File: src/rtl/wsched_pkg.sv
package wsched_pkg;
  // strobes from the control to the datapath for the current cycle
  typedef struct packed {
    logic grant;    // a warp is granted this cycle
    logic suspend;  // the granted warp parks at the coming edge
  } wsStrobe_t;
endpackage

File: src/rtl/wsched_data.sv
module wsched_data
  import wsched_pkg::*;
#(
  parameter int NUM_WARPS = 16,
  parameter int AGE_W     = 8,
  localparam int IW       = (NUM_WARPS > 1) ? $clog2(NUM_WARPS) : 1
) (
  input  logic                            clk,
  input  logic                            rst_n,
  input  logic [NUM_WARPS-1:0]            warpValid,
  input  logic                            respValid,
  input  logic [IW-1:0]                   respWarp,
  input  wsStrobe_t                       strb,
  input  logic [IW-1:0]                   grantId,
  output logic [NUM_WARPS-1:0]            readyNow,
  output logic [NUM_WARPS-1:0][AGE_W-1:0] ages,
  output logic                            lastValid,
  output logic [IW-1:0]                   lastId,
  output logic                            batchReq
);
  logic [NUM_WARPS-1:0] suspQ, suspD, respOh, grantOh, stillParked;
  logic [NUM_WARPS-1:0][AGE_W-1:0] ageQ;

  for (genvar g = 0; g < NUM_WARPS; g++) begin : g_warp
    assign respOh[g]  = respValid && (respWarp == IW'(g));
    assign grantOh[g] = strb.grant && (grantId == IW'(g));

    // the age is cleared on a grant, grows while ready and waiting,
    // and holds while parked
    always_ff @(posedge clk) begin
      if (!rst_n || !warpValid[g] || grantOh[g]) begin
        ageQ[g] <= '0;
      end else if (readyNow[g] && ageQ[g] != {AGE_W{1'b1}}) begin
        ageQ[g] <= ageQ[g] + 1'b1;
      end
    end
  end

  // replies land first, then the granted warp may park
  assign stillParked = suspQ & ~respOh & warpValid;
  assign readyNow    = warpValid & ~stillParked;
  assign suspD       = (stillParked | (strb.suspend ? grantOh : '0)) & warpValid;
  assign ages        = ageQ;
  assign batchReq    = ~|readyNow && ~|stillParked;

  always_ff @(posedge clk) begin
    if (!rst_n) begin
      suspQ     <= '0;
      lastValid <= 1'b0;
      lastId    <= '0;
    end else begin
      suspQ     <= suspD;
      lastValid <= strb.grant;
      lastId    <= grantId;
    end
  end


  batch_no_grant_chk: assert property (@(posedge clk) disable iff (!rst_n)
    batchReq |-> !strb.grant);
endmodule

File: src/rtl/wsched_ctrl.sv
module wsched_ctrl
  import wsched_pkg::*;
#(
  parameter int NUM_WARPS = 16,
  parameter int AGE_W     = 8,
  localparam int IW       = (NUM_WARPS > 1) ? $clog2(NUM_WARPS) : 1
) (
  input  logic                            clk,
  input  logic                            rst_n,
  input  logic [NUM_WARPS-1:0]            readyNow,
  input  logic [NUM_WARPS-1:0][AGE_W-1:0] ages,
  input  logic                            lastValid,
  input  logic [IW-1:0]                   lastId,
  input  logic                            issueIsMem,
  output wsStrobe_t                       strb,
  output logic [IW-1:0]                   grantId
);
  logic             anyReady, keepLast;
  logic [IW-1:0]    oldId;
  logic [AGE_W-1:0] oldAge;

  // linear oldest search; a strict compare keeps the lowest ID on ties
  always_comb begin
    anyReady = 1'b0;
    oldId    = '0;
    oldAge   = '0;
    for (int i = 0; i < NUM_WARPS; i++) begin
      if (readyNow[i] && (!anyReady || ages[i] > oldAge)) begin
        anyReady = 1'b1;
        oldId    = IW'(i);
        oldAge   = ages[i];
      end
    end
  end

  assign keepLast     = lastValid && readyNow[lastId];
  assign grantId      = keepLast ? lastId : oldId;
  assign strb.grant   = anyReady;
  assign strb.suspend = anyReady && issueIsMem;


  grant_ready_chk: assert property (@(posedge clk) disable iff (!rst_n)
    strb.grant |-> readyNow[grantId]);
endmodule

File: src/rtl/sticky_warp_sched.sv
module sticky_warp_sched
  import wsched_pkg::*;
#(
  parameter int NUM_WARPS = 16,
  parameter int AGE_W     = 8,
  localparam int IW       = (NUM_WARPS > 1) ? $clog2(NUM_WARPS) : 1
) (
  input  logic                 clk,
  input  logic                 rst_n,
  input  logic [NUM_WARPS-1:0] warpValid,
  input  logic                 respValid,
  input  logic [IW-1:0]        respWarp,
  input  logic                 issueIsMem,
  output logic                 grantValid,
  output logic [IW-1:0]        grantWarp,
  output logic                 batchReq
);
  wsStrobe_t                       strb;
  logic [IW-1:0]                   grantId, lastId;
  logic [NUM_WARPS-1:0]            readyNow;
  logic [NUM_WARPS-1:0][AGE_W-1:0] ages;
  logic                            lastValid;

  wsched_data #(.NUM_WARPS(NUM_WARPS), .AGE_W(AGE_W)) u_data (
    .clk(clk), .rst_n(rst_n), .warpValid(warpValid),
    .respValid(respValid), .respWarp(respWarp),
    .strb(strb), .grantId(grantId), .readyNow(readyNow), .ages(ages),
    .lastValid(lastValid), .lastId(lastId), .batchReq(batchReq)
  );

  wsched_ctrl #(.NUM_WARPS(NUM_WARPS), .AGE_W(AGE_W)) u_ctrl (
    .clk(clk), .rst_n(rst_n), .readyNow(readyNow), .ages(ages),
    .lastValid(lastValid), .lastId(lastId), .issueIsMem(issueIsMem),
    .strb(strb), .grantId(grantId)
  );

  assign grantValid = strb.grant;
  assign grantWarp  = grantId;


  sticky_regrant_chk: assert property (@(posedge clk) disable iff (!rst_n)
    (grantValid && !issueIsMem) |=>
      (!warpValid[$past(grantWarp)] || (grantValid && grantWarp == $past(grantWarp))));


  parked_hold_chk: assert property (@(posedge clk) disable iff (!rst_n)
    (grantValid && issueIsMem) |=>
      (!grantValid || grantWarp != $past(grantWarp)
       || (respValid && respWarp == $past(grantWarp))));
endmodule

File: config.mk
export PLATFORM = sky130hd
export DESIGN_NAME = sticky_warp_sched
export DESIGN_NICKNAME = d
export VERILOG_FILES = /design/src/rtl/wsched_pkg.sv /design/src/rtl/wsched_data.sv /design/src/rtl/wsched_ctrl.sv /design/src/rtl/sticky_warp_sched.sv
export SDC_FILE = /design/constraint.sdc
export NUM_CORES = 1
export LEC_CHECK = 0
export BUFFER_PORTS_ARGS = -buffer_cell sky130_fd_sc_hd__buf_4
export CAP_MARGIN = 40
export CORE_ASPECT_RATIO = 1.1
export CORE_MARGIN = 2
export CORE_UTILIZATION = 47
export CTS_BUF_LIST = sky130_fd_sc_hd__clkbuf_2
export DETAILED_ROUTE_END_ITERATION = 10
export HOLD_SLACK_MARGIN = 0.12
export PLACE_DENSITY_LB_ADDON = 0.1
export SYNTH_ARGS = -nofsm -noshare
export SYNTH_HDL_FRONTEND = slang
export SYNTH_HIERARCHICAL = 1
export SYNTH_SLANG_ARGS = --single-unit
File: constraint.sdc
create_clock -name clk -period 49.2 [get_ports clk]
set_input_delay 9.84 -clock clk [delete_from_list [all_inputs] [get_ports clk]]
set_output_delay 9.84 -clock clk [all_outputs]
set_load 0.005 [all_outputs]
# Word-level counts from Yosys, hierarchy flattened
# Cells that the tools add are included.
# classes
n_addsub	16
order_cmp	16
eq_ne	46
mux	50
n_bitwise	7
n_reduce_logical	151
# ops
cell	count
$add 8x1->8 const B	16
$ne 8x8->1 const B	16
$gt 8x8->1	15
$mux 8	15
$logic_and 1x1->1	66
$and 16x16->16	4
$eq 4x4->1 const B	16
$logic_or 1x1->1	47
$mux 4	9
$logic_not 1->1	34
$eq 4x3->1 const B	8
$not 16->16	2
$reduce_or 16->1	2
$mux 1	18
$eq 4x2->1 const B	4
$mux 16	1
$or 16x16->16	1
$mux 3	4
$eq 4x1->1 const B	2
$logic_not 4->1	2
$lt 4x5->1 const B	1
$bmux 1 s4	1
$mux 2	2
# totals
reg_bits	149
in_bits	24
out_inout_bits	6
word_cells	305

# Logic depth before layout (Yosys ltp)
# Gate-level depths: netlist of the first run.
# depth
depth_word	74
ltp_mapped	170
mapped_depth_nobuf	157

# Modules after synthesis
# The synthesis of the first run kept the hierarchy.
# by_module_without_submodules
mod	instances	cells_per_inst	area_per_inst_um2
wsched_data	1	948	7843.8
wsched_ctrl	1	760	5484.0

# Least setup slack after synthesis of the first run
# Ideal clock, no wire load.
# synth_timing
path_kind	input to output
from	in respWarp[0]
to	out grantWarp[2]
arrival_time_ns	38.437
setup_slack_ns	0.923
cell_stages	155
path_cell_list	buf_2 -> nor3b_1 -> a21oi_1 -> buf_2 -> inv_1 -> clkbuf_1 -> nand2_1 -> ha_1 -> and2_1 -> or3b_2 -> o31ai_1 -> nor2_1 -> mux2i_1 -> inv_1 -> ha_1 -> a21oi_1 -> nand2_1 -> a211o_1 -> [119 not listed] -> a21oi_1 -> a211oi_1 -> o21ai_0 -> and2_1 -> clkbuf_1 -> o31ai_1 -> ha_1 -> a21o_1 -> a21o_1 -> a21oi_1 -> o21ai_0 -> o21ai_0 -> o21ai_0 -> nand2_1 -> nand2_1 -> nor2_1 -> nand2_1 -> o32a_1
# synth_between
elab_chain_cells	69
# synth_rtl
item	line_no	source
start: declaration	sticky_warp_sched.sv:12	input logic [IW-1:0] respWarp,
$logic_not 4->1 (*)	wsched_data.sv:25	assign respOh[g] = respValid && (respWarp == IW'(g));
$logic_and 1x1->1 (*)	wsched_data.sv:25	
$not 16->16 (*)	wsched_data.sv:40	assign stillParked = suspQ & ~respOh & warpValid;
$and 16x16->16 (*) (2 in a row)	wsched_data.sv:40	
$not 16->16 (*)	wsched_data.sv:41	assign readyNow = warpValid & ~stillParked;
$and 16x16->16 (*)	wsched_data.sv:41	
net readyNow[0]	sticky_warp_sched.sv:20	logic [NUM_WARPS-1:0] readyNow;
$mux 8 or $mux 1 (tied branches)	wsched_ctrl.sv:28	if (readyNow[i] && (!anyReady || ages[i] > oldAge)) begin
[53 not listed]	--	
$logic_or 1x1->1	wsched_ctrl.sv:28	
$logic_and 1x1->1	wsched_ctrl.sv:28	
$mux 8 or $mux 1 (tied branches)	wsched_ctrl.sv:28	
$gt 8x8->1 or $logic_not 1->1 (tied branches)	wsched_ctrl.sv:28	
$logic_or 1x1->1	wsched_ctrl.sv:28	
$logic_and 1x1->1	wsched_ctrl.sv:28	
$mux 4	wsched_ctrl.sv:28	
$mux 4 (*)	wsched_ctrl.sv:37	assign grantId = keepLast ? lastId : oldId;
end: declaration	sticky_warp_sched.sv:15	output logic [IW-1:0] grantWarp,
# The timed path passes the listed nets; every way through them passes the cells marked *. The select of a mux whose other input is x is not followed.

# Worst setup path after layout of the first run
# layout_timing
from	in respWarp[2]
to	out grantWarp[2]
# The elaborated chain is that of the path after synthesis.

==> out/qor.tcl, run 1 <==
set qor(status) {finished clean}
set qor(relSlewSlack_pct) 38.14
set qor(nets) 1906
set qor(fin_util_pct) 53.31
set qor(synth_top_area_share_pct) 22.38
set qor(floorplan.initialDensity_pct) 47.83
set qor(grt_start_max_net_pins) 22
set qor(cts_sinks) 149
set qor(yosysSeqAreaShare_pct) 22.38
set qor(ctsRootBufferMaster) {clkbuf_2}
set qor(synth.lib_cells_used.distinct) 85
set qor(timing.final.crit_share_pct) 97.28
set qor(layout_commonest_cell) {a21oi_1}
set qor(final.fill_count) 2671
set qor(grt_first_pass_wirelength_mm) 63.47
set qor(post_drt_wl_per_cell_microns) 18.56
set qor(criticalPathCategory) {input pin to primary output}
set qor(post_synth_design_cell_area_sq_um) 13330
set qor(yosysWarnings) 6
set qor(critical-path-top-cell-by-count) {ha_1}
set qor(grt_overall_usage_pct) 26.14
set qor(critPathSlowestCell) {or4b_4}
set qor(yosys.area.top_type) {dfxtp_1}
set qor(pre_cts_worst_setup_slack_ns) 0.004182
set qor(setup.worst_path.start_class) {input pin}
set qor(max_stage_delay_ns) 0.50
set qor(via_count_of_the_first_global_routing_pass) 12325
set qor(drive_above_1_share_pct) 13.47
set qor(finalWorstPathRequiredPeriod_ns) 47.86
set qor(fin_area_sq_um) 14860
set qor(grt_remaining_overflow) 0
set qor(synth_enable_flop_cells) 0
set qor(clock_insertion_delay_worst_skew_ns) 0.82
set qor(drtAntennaViolNets) 0
set qor(setup_ws_final_ns) 1.340
set qor(ioPinCount) 30
set qor(ctsLongestPathBuffers) 2
set qor(synth-async-reset-ratio_pct) 0
set qor(dr.pass1.iters) 5
set qor(dieArea_sq_um) 29720
set qor(syn_nets) 1860
set qor(finalClockSkew_ns) 0.06102
set qor(core_area_sq_um) 27870
set qor(worst_pin_slew_ns) 0.9259
set qor(crit_fanout) 13
set qor(ys_dominant_reg_cell) {dfxtp_1}
set qor(vert_die_dim_microns) 180.6
set qor(routed_wl_mm) 39.56
set qor(htree_num_levels) 4
set qor(worst_path_arrival_ns) 38.02
set qor(grt_antenna_before_repair) 1
set qor(drc) 0
set qor(hp-start) {u_data/suspQ[1]$_SDFF_PN0_}
set qor(timing.fmax_mhz) 20.89
set qor(syn_avg_cell_area_sq_um) 7.803
set qor(die_width_microns) 164.6
set qor(cts-buffers-inserted) 17
set qor(clock_tree_from_tritoncts) {done}
set qor(finalMaxSlewViolations) 0
set qor(drt_iter0_markers) 1293
set qor(placedInstanceArea_sq_um) 14060
set qor(port-buffer-count) 29
set qor(clkSlewWorstSetupHoldPaths_ns) 0.24
set qor(globalplace.congestion) 0.9213
set qor(crit_path_start) {respWarp[2]}
set qor(netlist_top_cells_area) {dfxtp_1 (22%), ha_1 (12%), a21oi_1 (6.0%)}
set qor(r2r_start) {u_data/suspQ[0]$_SDFF_PN0_}
set qor(hp-class) {flip-flop to flip-flop}
set qor(ys_seq_elements) 149
set qor(vias_per_inst) 6.382
set qor(number_of_setup_violations_in_the_final_report) 0
set qor(crit_required_ns) 39.36
set qor(via_count) 13606
set qor(synthCells) 1708
set qor(endpoint_kind) {primary output}
set qor(max_cap_violations) 0
set qor(area.growth.synth_to_final_pct) 11.47
set qor(finalHoldViolCount) 0
set qor(rows) 64
set qor(post-dp-hpwl_mm) 29.60
set qor(most-common-layout-cells) {a21oi_1 (152), dfxtp_1 (149), ha_1 (128), inv_1 (119), nand3_1 (103)}
worst max-delay path, delay by kind of cell:
family / cells / cell delay (ns)
simple gates: 41 / 6.81
compound gates: 68 / 12.55
buf+inv: 15 / 1.76
fa+ha+maj: 15 / 4.10
mux: 10 / 2.92
path summary, 6_finish.rpt:
path	endpoint	slack [ns]	depth (start not counted)
min	u_data/suspQ[1]$_SDFF_PN0_	0.50	2
max reg2reg	u_data/ages[34]$_SDFFE_PP0P_	19.65	151
max	grantWarp[2]	1.34	149
min reg2reg	u_data/suspQ[1]$_SDFF_PN0_	0.50	2
cell usage after synthesis, types with 4 or more instances:
library cell / instances
nand2_1: 97
o211a_1: 5
clkbuf_1: 40
or2_2: 10
a21o_1: 39
o311ai_0: 5
buf_2: 13
nor3b_1: 6
a211oi_1: 11
a31oi_1: 14
mux4_2: 5
nor2_1: 81
mux2_4: 7
or4_1: 43
or3_1: 34
o41ai_1: 4
a41oi_1: 5
o21a_1: 21
a21boi_0: 22
a31o_2: 6
and3b_1: 10
nor3_1: 30
nand3_1: 104
dfxtp_1: 149
nor4_1: 17
nand4_1: 46
o211ai_1: 15
and4_1: 26
o31ai_1: 66
and2_1: 23
o21ai_0: 97
nor2b_1: 29
inv_1: 119
and3_1: 28
ha_1: 128
o21bai_1: 7
mux2i_1: 42
mux2_2: 21
nand3b_1: 7
nand4b_1: 9
o31a_1: 11
a211o_1: 6
a21oi_1: 159
nand2b_1: 29
o311a_1: 4
metal layers:
metal | GRT usage (%) | part of all wire, %
met5 | 0 | 0
met4 | 7.165 | 2.0
met3 | 3.797 | 4.9
met2 | 42.76 | 47
met1 | 35.73 | 46
flip-flops by register name, summed over array words and instances (netlist names):
signal	cells
u_data/lastValid	1
u_data/ages	128
u_data/lastId	4
u_data/suspQ	16
stage by stage:
stage | instances | TNS, ns | hold slack [ns]
after floorplan | 1708 | 0 | 0.4431
after global placement | 2072 | 0 | 0.4561
after detailed placement | 2084 | 0 | 0.4670
after CTS | 2118 | 0 | 0.4928
after global routing | 2132 | -0.4092 | 0.5208
final | 2132 | 0 | 0.4962
what timing repair did:
| action | CTS | global route |
|---|---|---|
| endpoints found under the setup margin | 1 | 4 |
| hold buffers | 0 | 0 |
| gates cloned | 0 | 2 |
| setup buffers | 2 | 10 |
| pin swaps | 1 | 16 |
| resized for setup | 0 | 86 |
cells by family (layout without fill, tap and decap cells):
kind of cell | after synthesis | in the layout | share of synthesized area [%]
other cells | 0 | 2 | 0
xor+xnor | 3 | 3 | 0.1972
buf+inv | 177 | 234 | 5.201
compound gates | 533 | 535 | 26.20
fa+ha+maj | 128 | 128 | 12.02
simple gates | 643 | 643 | 27.44
flops | 149 | 149 | 22.38
mux | 75 | 75 | 6.562
area by class of cell:
cell class | count | area, sq um | share of cell area (%)
diodes | 2 | 5.005 | 0.03369
multi-input cells | 1384 | 10040 | 67.56
clock inverters | 15 | 202.7 | 1.364
well taps | 363 | 454.2 | 3.057
inverters | 121 | 454.2 | 3.057
clock buffers | 17 | 85.08 | 0.5727
flip-flops and latches | 149 | 2983 | 20.08
repair buffers | 81 | 635.6 | 4.278
Power of run 1 is not shown: default switching activity piles up to over one toggle a cycle in this logic, so the estimate is an artifact.
==> run 2, diff against run 1 <==
--- a/constraint.sdc
+++ b/constraint.sdc
@@ -3,2 +3,2 @@
 set_output_delay 9.84 -clock clk [all_outputs]
-set_load 0.005 [all_outputs]
+set_load 0.02 [all_outputs]
==> run 2 against run 1 <==
Against the previous run: clock skew rose by 0.0014 ns; flip-flop and latch count unchanged; core utilization up 0.88 points; sequential share of layout area decreased by 0.33 points; via count is essentially flat; non-clock buffer count grew 17; largest cell class unchanged.
==> out/qor.tcl, run 2 (same netlist as run 1, synthesis figures left out) <==
set qor(finalMaxSlewViolations) 0 ;# unchanged
set qor(critPathSlowestCell) {or3b_2} ;# was or4b_4
set qor(finalHoldViolCount) 0 ;# unchanged
set qor(dieArea_sq_um) 29720 ;# unchanged
set qor(clock_tree_from_tritoncts) {done} ;# unchanged
set qor(number_of_flip_flops_under_the_largest_register_name) 128 ;# unchanged
set qor(floorplan.initialDensity_pct) 47.83 ;# unchanged
set qor(drtAntennaViolNets) 0 ;# unchanged
set qor(clkSlewWorstSetupHoldPaths_ns) 0.24 ;# about the same
set qor(status) {finished clean} ;# unchanged
set qor(placedInstanceArea_sq_um) 14050 ;# was 14060 sq um
set qor(pre_cts_worst_setup_slack_ns) -0.2338 ;# was 0.004182 ns
set qor(criticalPathCategory) {input pin to primary output} ;# unchanged
set qor(via_count) 13595 ;# was 13606
set qor(grt_antenna_before_repair) 3 ;# was 1
set qor(gr-usage-met2_pct) 41.84 ;# was 42.76%
set qor(hp-class) {flip-flop to flip-flop} ;# unchanged
set qor(timing.final.crit_share_pct) 97.34 ;# was 97.28%
set qor(drive_above_1_share_pct) 15.57 ;# was 13.47%
set qor(cts_sinks) 149 ;# unchanged
set qor(top_usage_layer) {met2} ;# unchanged
set qor(number_of_setup_violations_in_the_final_report) 0 ;# unchanged
set qor(finalNonFillerCells) 2150 ;# was 2132
set qor(gr-usage-met3_pct) 4.304 ;# was 3.797%
set qor(area.growth.synth_to_final_pct) 13.31 ;# was 11.47%
set qor(cts-buffers-inserted) 17 ;# unchanged
set qor(die_width_microns) 164.6 ;# unchanged
set qor(critical-path-top-cell-by-count) {ha_1} ;# unchanged
set qor(reg2reg_slack_ns) 19.61 ;# was 19.65 ns
set qor(critical_path.n_buffers_inverters) 20 ;# was 15
set qor(via_count_of_the_first_global_routing_pass) 12390 ;# was 12325
set qor(drt_iter0_markers) 1145 ;# was 1293
set qor(grt_remaining_overflow) 0 ;# unchanged
set qor(ioPinCount) 30 ;# unchanged
set qor(vias_per_inst) 6.323 ;# was 6.382
set qor(crit_required_ns) 39.36 ;# about the same
set qor(globalplace.congestion) 0.9260 ;# was 0.9213
set qor(post_drt_wl_per_cell_microns) 18.71 ;# was 18.56 microns
set qor(finalClockSkew_ns) 0.06240 ;# was 0.06102 ns
set qor(endpoint_kind) {primary output} ;# unchanged
set qor(global_routing_usage_on_met1_pct) 35.73 ;# about the same
set qor(setup_ws_final_ns) 1.307 ;# was 1.340 ns
set qor(worst_pin_slew_ns) 0.9847 ;# was 0.9259 ns
set qor(grt_overall_usage_pct) 26.20 ;# was 26.14%
set qor(htree_num_levels) 4 ;# unchanged
set qor(dr.pass1.iters) 7 ;# was 5
set qor(most-common-layout-cells) {a21oi_1 (149), dfxtp_1 (149), ha_1 (124), inv_1 (119), nand3_1 (101)} ;# was a21oi_1 (152), dfxtp_1 (149), ha_1 (128), inv_1 (119), nand3_1 (103)
set qor(post-dp-hpwl_mm) 29.59 ;# was 29.60 mm
set qor(timing.fmax_mhz) 20.88 ;# was 20.89 MHz
set qor(crit_fanout) 9 ;# was 13
set qor(fin_area_sq_um) 15100 ;# was 14860 sq um
set qor(ctsRootBufferMaster) {clkbuf_2} ;# unchanged
set qor(drc) 0 ;# unchanged
set qor(cp_top_family) {compound AO/OA/AOI/OAI gates} ;# unchanged
set qor(clock_insertion_delay_worst_skew_ns) 0.84 ;# was 0.82 ns
set qor(worst_path_arrival_ns) 38.05 ;# was 38.02 ns
set qor(max_cap_violations) 0 ;# unchanged
set qor(cts.hold.buffers_added) 0 ;# unchanged
set qor(rows) 64 ;# unchanged
set qor(routed_wl_mm) 40.23 ;# was 39.56 mm
set qor(setup.worst_path.start_class) {input pin} ;# unchanged
set qor(grt_start_max_net_pins) 22 ;# unchanged
set qor(grt_first_pass_wirelength_mm) 63.34 ;# was 63.47 mm
set qor(port-buffer-count) 29 ;# unchanged
set qor(finalWorstPathRequiredPeriod_ns) 47.89 ;# was 47.86 ns
set qor(placedCellCount) 2083 ;# was 2084
set qor(relSlewSlack_pct) 34.21 ;# was 38.14%
set qor(max_stage_delay_ns) 0.49 ;# was 0.50 ns
set qor(core_area_sq_um) 27870 ;# unchanged
set qor(nets) 1924 ;# was 1906
set qor(vert_die_dim_microns) 180.6 ;# unchanged
set qor(ctsLongestPathBuffers) 2 ;# unchanged
[run 2: cell types whose count changed in the layout (fill, tap and decap cells not counted), sizes merged]
| cell | delta |
|---|---|
| clkinvlp | +1 |
| clkinv | -3 |
| bufinv | -2 |
| and2 | +1 |
| inv | +4 |
| clkdlybuf4s15 | -1 |
| buf | +18 |
[run 2: timing repair]
item | in CTS | in global routing
pin swaps | 1 | 30
endpoints found under the setup margin | 4 | 4
gates resized for setup | 4 | 112
cloned | 0 | 4
setup buffers | 2 | 27
[run 2: worst paths after layout]
kind,from,endpoint,cells past startpoint
max,respWarp[2],grantWarp[2],149
min reg2reg,u_data/suspQ[6]$_SDFF_PN0_,u_data/suspQ[6]$_SDFF_PN0_,2
max reg2reg,u_data/suspQ[0]$_SDFF_PN0_,u_data/ages[34]$_SDFFE_PP0P_,151
min,u_data/suspQ[6]$_SDFF_PN0_,u_data/suspQ[6]$_SDFF_PN0_,2
[run 2: worst reg2reg max path: cells and delay by family (launching register included)]
family          cells  cell delay [ns]
compound gates     67            13.04
simple gates       41             6.89
fa+ha+maj          15             3.88
mux                10             3.12
buf+inv            18             2.18
flops               1             0.38
[run 2: metrics by stage]
step	hold slack (ns)	util [%]	setup TNS, ns
2_1_floorplan	0.4431	-	0
3_3_place_gp	0.4564	50.16	0
3_5_place_dp	0.4598	50.43	-0.3731
4_1_cts	0.4865	51.48	0
5_1_grt	0.5163	54.19	-0.2973
6_report	0.4853	54.19	0
[run 2: final cells by class]
type | instances | area, sq um
multi-input cells | 1385 | 10190
diodes | 2 | 5.005
clock buffers | 17 | 85.08
flip-flops and latches | 149 | 2983
fillers | 2657 | 12760
inverters | 121 | 454.2
clock inverters | 15 | 168.9
well taps | 363 | 454.2
repair buffers | 98 | 760.7
[run 2: per-layer routing]
layer	wire length, microns	part of all wire (%)
met1	18390	46
met2	18550	46
met3	2104	5.2
met4	1161	2.9
met5	30	0.075
Power of run 2 is left out for the same reason.
==> run 3, diff against run 2 <==
Settings changed: PLACE_DENSITY_LB_ADDON 0.1 to 0.05.
==> run 3 against run 2 <==
Against the previous run: die area is the same; non-clock buffer count down 13; fmax up 0.66%; worst hold slack gained 0.0036 ns; critical path depth rose by 4.
==> out/qor.tcl, run 3 (same netlist as run 1, synthesis figures left out) <==
set qor(status) {finished clean} ;# unchanged
set qor(crit_path_start) {respWarp[0]} ;# was respWarp[2]
set qor(endpoint_kind) {primary output} ;# unchanged
set qor(clkSlewWorstSetupHoldPaths_ns) 0.24 ;# about the same
set qor(cts-buffers-inserted) 17 ;# unchanged
set qor(max_cap_violations) 0 ;# unchanged
set qor(relSlewSlack_pct) 36.31 ;# was 34.21%
set qor(hp-start) {u_data/suspQ[14]$_SDFF_PN0_} ;# was u_data/suspQ[6]$_SDFF_PN0_
set qor(cp_top_family) {compound AO/OA/AOI/OAI gates} ;# unchanged
set qor(post-dp-hpwl_mm) 30.01 ;# was 29.59 mm
set qor(finalMaxSlewViolations) 0 ;# unchanged
set qor(number_of_setup_violations_in_the_final_report) 0 ;# unchanged
set qor(ctsRootBufferMaster) {clkbuf_2} ;# unchanged
set qor(timing.fmax_mhz) 21.02 ;# was 20.88 MHz
set qor(crit_fanout) 18 ;# was 9
set qor(layout_commonest_cell) {a21oi_1}
set qor(holdPathStages) 2 ;# unchanged
set qor(floorplan.initialDensity_pct) 47.83 ;# unchanged
set qor(critical-path-top-cell-by-count) {ha_1} ;# unchanged
set qor(number_of_flip_flops_under_the_largest_register_name) 128 ;# unchanged
set qor(r2r_start) {u_data/suspQ[0]$_SDFF_PN0_} ;# unchanged
set qor(worst_pin_slew_ns) 0.9466 ;# was 0.9847 ns
set qor(criticalPathCategory) {input pin to primary output} ;# unchanged
set qor(via_count) 13478 ;# was 13595
set qor(clock_insertion_delay_worst_skew_ns) 0.81 ;# was 0.84 ns
set qor(vias_per_inst) 6.316 ;# was 6.323
set qor(finalHoldViolCount) 0 ;# unchanged
set qor(crit_required_ns) 39.36 ;# about the same
set qor(area.growth.synth_to_final_pct) 10.95 ;# was 13.31%
set qor(rr_worst_depth) 156 ;# was 151
set qor(via_count_of_the_first_global_routing_pass) 12222 ;# was 12390
set qor(drive_above_1_share_pct) 13.67 ;# was 15.57%
set qor(ctsLongestPathBuffers) 2 ;# unchanged
set qor(drtAntennaViolNets) 0 ;# unchanged
set qor(grt_antenna_before_repair) 2 ;# was 3
set qor(fin_area_sq_um) 14790 ;# was 15100 sq um
set qor(fin_util_pct) 53.06 ;# was 54.19%
set qor(grt_first_pass_wirelength_mm) 63.66 ;# was 63.34 mm
set qor(worst_path_arrival_ns) 37.74 ;# was 38.05 ns
set qor(rr_endpoint) {u_data/ages[34]$_SDFFE_PP0P_} ;# unchanged
set qor(htree_num_levels) 4 ;# unchanged
set qor(setup.worst_path.start_class) {input pin} ;# unchanged
set qor(max_stage_delay_ns) 0.49 ;# about the same
set qor(nets) 1909 ;# was 1924
set qor(finalClockSkew_ns) 0.05023 ;# was 0.06240 ns
set qor(cts_sinks) 149 ;# unchanged
set qor(grt_start_max_net_pins) 22 ;# unchanged
set qor(finalWorstPathRequiredPeriod_ns) 47.58 ;# was 47.89 ns
set qor(ioPinCount) 30 ;# unchanged
set qor(most-common-layout-cells) {a21oi_1 (154), dfxtp_1 (149), ha_1 (127), inv_1 (119), nand3_1 (103)} ;# was a21oi_1 (149), dfxtp_1 (149), ha_1 (124), inv_1 (119), nand3_1 (101)
set qor(post_drt_wl_per_cell_microns) 18.64 ;# was 18.71 microns
set qor(timing.final.crit_share_pct) 96.71 ;# was 97.34%
set qor(critPathSlowestCell) {or4b_4} ;# was or3b_2
set qor(routed_wl_mm) 39.77 ;# was 40.23 mm
set qor(die_width_microns) 164.6 ;# unchanged
set qor(placedInstanceArea_sq_um) 14080 ;# was 14050 sq um
set qor(rows) 64 ;# unchanged
set qor(drt_iter0_markers) 822 ;# was 1145
set qor(globalplace.congestion) 0.9378 ;# was 0.9260
set qor(dr.pass1.iters) 5 ;# was 7
set qor(dieArea_sq_um) 29720 ;# unchanged
set qor(port-buffer-count) 29 ;# unchanged
set qor(critical_path.n_buffers_inverters) 19 ;# was 20
set qor(hold-path-endpoint) {u_data/suspQ[14]$_SDFF_PN0_} ;# was u_data/suspQ[6]$_SDFF_PN0_
set qor(core_area_sq_um) 27870 ;# unchanged
set qor(drc) 0 ;# unchanged
set qor(reg2reg_slack_ns) 19.76 ;# was 19.61 ns
set qor(clock_tree_from_tritoncts) {done} ;# unchanged
set qor(vert_die_dim_microns) 180.6 ;# unchanged
set qor(grt_overall_usage_pct) 26.36 ;# was 26.20%
set qor(hp-class) {flip-flop to flip-flop} ;# unchanged
set qor(grt_remaining_overflow) 0 ;# unchanged
==> run 3: final cells by class <==
class                           instances  area (sq um)
Antenna cell                            1         2.502
Clock buffer                           17         85.08
Clock inverter                         15         127.6
Fill cell                            2728         13080
Inverter                              121         454.2
Multi-Input combinational cell       1383         10020
Sequential cell                       149          2983
Tap cell                              363         454.2
Timing Repair Buffer                   85         658.1
==> run 3: worst max-delay path by stage <==
stage	to	slack, ns	depth (start not counted)
floorplan	grantWarp[2]	0.86	155
global placement	grantWarp[2]	0.40	151
detailed placement	grantWarp[2]	0.02	151
CTS	grantWarp[2]	0.08	152
global route	grantWarp[2]	-0.11	154
finish	grantWarp[2]	1.62	153
==> run 3: stage by stage <==
step                      cells  setup WS [ns]  setup TNS (ns)  hold slack (ns)
after floorplan            1708         0.8615               0           0.4431
after global placement     2074         0.4042               0           0.4575
after detailed placement   2086        0.01526               0           0.4615
after CTS                  2121        0.07645               0           0.4881
after global routing       2134        -0.1096         -0.2294           0.4995
final                      2134          1.620               0           0.4889
==> run 3: worst reg2reg max path: cells and delay by family (launching register included) <==
kind / cells / cell delay [ns]
AOI/OAI and AO/OA: 73 / 13.87
adders and majority gates: 15 / 4.03
buffers and inverters: 18 / 2.24
DFF: 1 / 0.41
muxes: 9 / 2.54
and+or+nand+nor: 41 / 6.29
==> run 3: what timing repair did <==
action / CTS / global route
buffers inserted: 3 / 11
hold buffers: 0 / 0
cloned: 0 / 1
resized for setup: 1 / 87
pin swaps: 1 / 21
endpoints found under the setup margin: 2 / 4
==> run 3: routing by layer <==
layer	global-route usage (%)	vias up	wire length (microns)
li1	-	6649	-
met3	3.521	52	1781
met1	36.52	6439	18750
met4	6.957	2	702
met2	42.91	336	18520
met5	0	-	16
Power of run 3 is left out for the same reason.
